**src/rtl/crcchk_step.sv**
```systemverilog
// Combinational CRC update over DW data bits, MSB first, as an unrolled chain.
module crcchk_step #(
  parameter int          CW   = 16,
  parameter int          DW   = 16,
  parameter logic [CW-1:0] POLY = 16'h1021
) (
  input  logic [CW-1:0] crc_i,
  input  logic [DW-1:0] dat_i,
  output logic [CW-1:0] crc_o
);
  for (genvar k = 0; k < DW; k++) begin : g_bit
    logic [CW-1:0] cur;
    logic [CW-1:0] nxt;
    logic          fb;
    if (k == 0) begin : g_first
      assign cur = crc_i;
    end else begin : g_next
      assign cur = g_bit[k-1].nxt;
    end
    assign fb  = cur[CW-1] ^ dat_i[DW-1-k];
    assign nxt = {cur[CW-2:0], 1'b0} ^ (fb ? POLY : '0);
  end
  assign crc_o = g_bit[DW-1].nxt;
endmodule

```
**src/rtl/crcchk_lane.sv**
```systemverilog
// One stream accumulator with its compare.
module crcchk_lane #(
  parameter int            CW   = 16,
  parameter int            DW   = 16,
  parameter int            MW   = 15,
  parameter logic [CW-1:0] POLY = 16'h1021,
  parameter logic [CW-1:0] SEED = 16'hFFFF
) (
  input  logic          clk,
  input  logic          rst,
  input  logic          restart_i,
  input  logic          absorb_i,
  input  logic          flush_i,
  input  logic [DW-1:0] dat_i,
  output logic          match_o
);
  logic [CW-1:0] acc;
  logic [CW-1:0] base;
  logic [CW-1:0] nxt;

  assign base = restart_i ? SEED : acc;

  crcchk_step #(.CW(CW), .DW(DW), .POLY(POLY)) i_step (
    .crc_i (base),
    .dat_i (dat_i),
    .crc_o (nxt)
  );

  always_ff @(posedge clk) begin
    if (rst || flush_i)              acc <= SEED;
    else if (restart_i || absorb_i)  acc <= nxt;
  end

  assign match_o = absorb_i && (dat_i[MW-1:0] == acc[MW-1:0]);

  assert_acc_idle_R5: assert property (@(posedge clk) disable iff (rst)
    (!restart_i && !absorb_i && !flush_i) |=> $stable(acc));

  assert_flush_seed_R8: assert property (@(posedge clk) disable iff (rst)
    flush_i |=> (acc == SEED));
endmodule

```
**config.mk**
```make
export PLATFORM = sky130hd
export DESIGN_NAME = crcchk_lane
export DESIGN_NICKNAME = d
export VERILOG_FILES = /design/src/rtl/crcchk_step.sv /design/src/rtl/crcchk_lane.sv
export SDC_FILE = /design/constraint.sdc
export NUM_CORES = 1
export LEC_CHECK = 0
export BUFFER_PORTS_ARGS = -buffer_cell sky130_fd_sc_hd__buf_2
export CORE_MARGIN = 2
export CORE_UTILIZATION = 38
export CTS_BUF_LIST = sky130_fd_sc_hd__clkbuf_8
export DETAILED_ROUTE_END_ITERATION = 10
export GPL_TIMING_DRIVEN = 0
export PLACE_DENSITY = 0.64
export RECOVER_POWER = 25
export SYNTH_ARGS = -nofsm -noshare
export SYNTH_HDL_FRONTEND = slang
export SYNTH_SLANG_ARGS = --single-unit
```
**constraint.sdc**
```tcl
create_clock -name clk -period 1.95 [get_ports clk]
set_input_delay 0.0975 -clock clk [delete_from_list [all_inputs] [get_ports clk]]
set_output_delay 0.0975 -clock clk [all_outputs]
set_load 0.02 [all_outputs]
```
==> metrics.md <==
| Metric | Value |
|---|---|
| Status | finished, final reports clean |
| Top cells by area, synth | xnor2_1, dfxtp_1, xnor2_2 |
| Row Count | 22 |
| Inserted Clock Buffers | 3 |
| Routed vias | 1062 |
| Hold WC Path Type | primary input to flop |
| CTS clk-pin slew, worst paths | 0.06 ns |
| Reg with most FFs | acc |
| Hpwl dp | 2310 µm |
| First-pass GRT wire length | 5050 µm |
| Setup violators final | 0 |
| Post-synth net total | 182 |
| Core Util, Final | 45.5% |
| FF+latch count, synth | 16 |
| Largest register FFs | 16 |
| Setup crit start kind | flop |
| Yosys top cell by area | xnor2_1 |
| Later-pin clock latency in the skew report | 0.25 ns |
| Largest net degree at the start of global routing | 11 |
| Period utilisation layout | 93.3% |
| ANT cells | 0 |
| Post-Syn Instances | 161 |
| Post-place setup slack | 0.0542 ns |
| Fmax | 0.550 GHz |
| Clock Skew | 0.000708 ns |
| PwrDens | 1160 nW/µm² |
| Fin Setup TNS | 0 ns |
| Rel. slew slack | 57.6% |
| Setup crit end kind | flop |
| DRC errors left | 0 |
| Yosys top cell area share | 30.9% |
| WP data required | 2.07 ns |
| Vias in the first global route | 1043 |
| Synthesized area | 1470 µm² |
| DP Area | 1630 µm² |
| LEAKAGE | 0.641 nW |
| I/O Buffers | 19 |
| Hold_buf cts | 0 |
| GRT Total Usage | 15.4% |
| Longest Clk Path Bufs | 2 |
| DRT antenna net count | 0 |
| Tmin final | 1.82 ns |
| Critical Path AT | 1.94 ns |
| RSZ-0062 raised after global routing | no |
| Netlist cell types | 25 |
| Core ar. | 3690 µm² |
| Number of top-level pins | 22 |
| VDD IR max | 0.814 mV |
| Total grt overflow | 0 |
| Largest registers | acc x16 |
| Seq/Total Area, Yosys | 21.8% |
| Main flop type after synthesis | dfxtp_1 |
| FILL cells | 376 |
| Initial Util | 39.9% |
| EDFF count, synth | 0 |
| Initial antenna violation count | 0 |
| Mean Syn Cell Area | 9.15 µm² |
| Critical path class | flop to flop |
| Iteration-0 DRC Markers | 22 |
| Final nets | 207 |
| Critical path fanouts, max | 5 |
| YS warnings | 0 |
| CTS tree | yes |
| Die Area | 4390 µm² |
| Root buffer cell | clkbuf_8 |
| DR vias/cell | 4.58 |
| Area delta synth->final | 14.0% |
| Slew Viols, Final | 0 |
| Num Clock Sinks | 16 |
| DR WL/cell | 12.7 µm |
| Least-Margin Pin Slew | 0.633 ns |
| Total wire length | 2950 µm |
| Layout cells sized above 1 | 23.9% |
| Async S/R FF share, synth | 0% |
| Worst setup margin | 0.131 ns |
| Htree depth | 1 |
| Die Height | 66.3 µm |
| Fin. Hold Viols | 0 |
| Fin area | 1680 µm² |
| Die Width | 66.3 µm |
| GP Congestion | 0.789 |
| Hold WS | 0.191 ns |
| DRT Pass-1 Iters | 4 |
| Max cap viols | 0 |
==> synth_stat cells (all sizes together) (4+ instances only) <==
| cell | number |
|---|---|
| xor2 | 8 |
| dfxtp | 16 |
| buf | 6 |
| xnor3 | 5 |
| nand4 | 4 |
| nand2 | 8 |
| a21oi | 8 |
| o21ai | 5 |
| o211ai | 5 |
| clkbuf | 4 |
| nor2 | 23 |
| xnor2 | 59 |
==> stage by stage <==
step | power (mW) | cells
6_report | 1.95 | 232
5_1_grt | 2.10 | 232
4_1_cts | 1.93 | 231
3_5_place_dp | 1.67 | 228
3_3_place_gp | 1.67 | 228
2_1_floorplan | 1.49 | 161
==> worst paths after layout <==
kind                                      startpoint                    to  slack [ns]  depth (start not counted)
worst min-delay path                             rst   acc[4]$_SDFFE_PP1P_        0.19                          3
worst max register to register  acc[14]$_SDFFE_PP1P_  acc[14]$_SDFFE_PP1P_        0.13                          7
worst min register to register   acc[2]$_SDFFE_PP1P_   acc[2]$_SDFFE_PP1P_        0.52                          2
worst max-delay path            acc[14]$_SDFFE_PP1P_  acc[14]$_SDFFE_PP1P_        0.13                          7
==> worst max-delay path: stages (launching register included) <==
cell	delay, ns
dfxtp_1	0.30
buf_4	0.15
xnor2_1	0.13
nor2_2	0.13
xnor3_1	0.44
xnor2_2	0.31
xnor2_1	0.16
o21ai_1	0.07
==> kinds of logic after synthesis <==
kind of cell	after synthesis	share of synthesized area, %
and+or+nand+nor	43	13.7
DFF	16	21.8
xor gates and xnor gates	72	51.3
AOI/OAI and AO/OA	20	7.99
buffers and inverters	10	5.27
==> power breakdown <==
group          switching (mW)  leakage (nW)  internal, mW
registers              0.0681         0.132         0.403
logic                   0.560         0.487         0.666
clock network           0.115        0.0216         0.137
total                   0.743         0.641          1.21
==> area by class of cell <==
| cell class | count | area, µm² | share of cell area, % |
|---|---|---|---|
| Sequential cell | 16 | 320 | 19.1 |
| Tap cell | 48 | 60.1 | 3.58 |
| Buffer | 10 | 77.6 | 4.62 |
| Clock buffer | 3 | 41.3 | 2.46 |
| Timing Repair Buffer | 20 | 101 | 6.04 |
| Multi-Input combinational cell | 135 | 1080 | 64.2 |
==> layer usage <==
metal	part of all wire [%]	vias up	GRT usage [%]
li1	-	566	-
met1	52	479	21.9
met2	45	15	24.4
met3	3.3	2	3.58
met4	0.44	0	1.53
met5	0	-	0
==> cells in the final DEF, fill, tap and decap left out, drive strengths merged <==
master	instances
buf	25
clkbuf	8
nor3	3
nor2	23
a21o	1
o211ai	5
or2	2
nand2	8
a21oi	8
o21ai	5
o31ai	1
xnor2	59
nand3	1
xnor3	5
nand4	4
nor4	1
xor2	8
dfxtp	16
and2	1
==> repair_timing <==
action | CTS | global route
gates resized for setup | 0 | 1
endpoints found under the setup margin | 0 | 3
setup buffers | 0 | 1
Note: power is estimated with default switching activity, not from simulation.
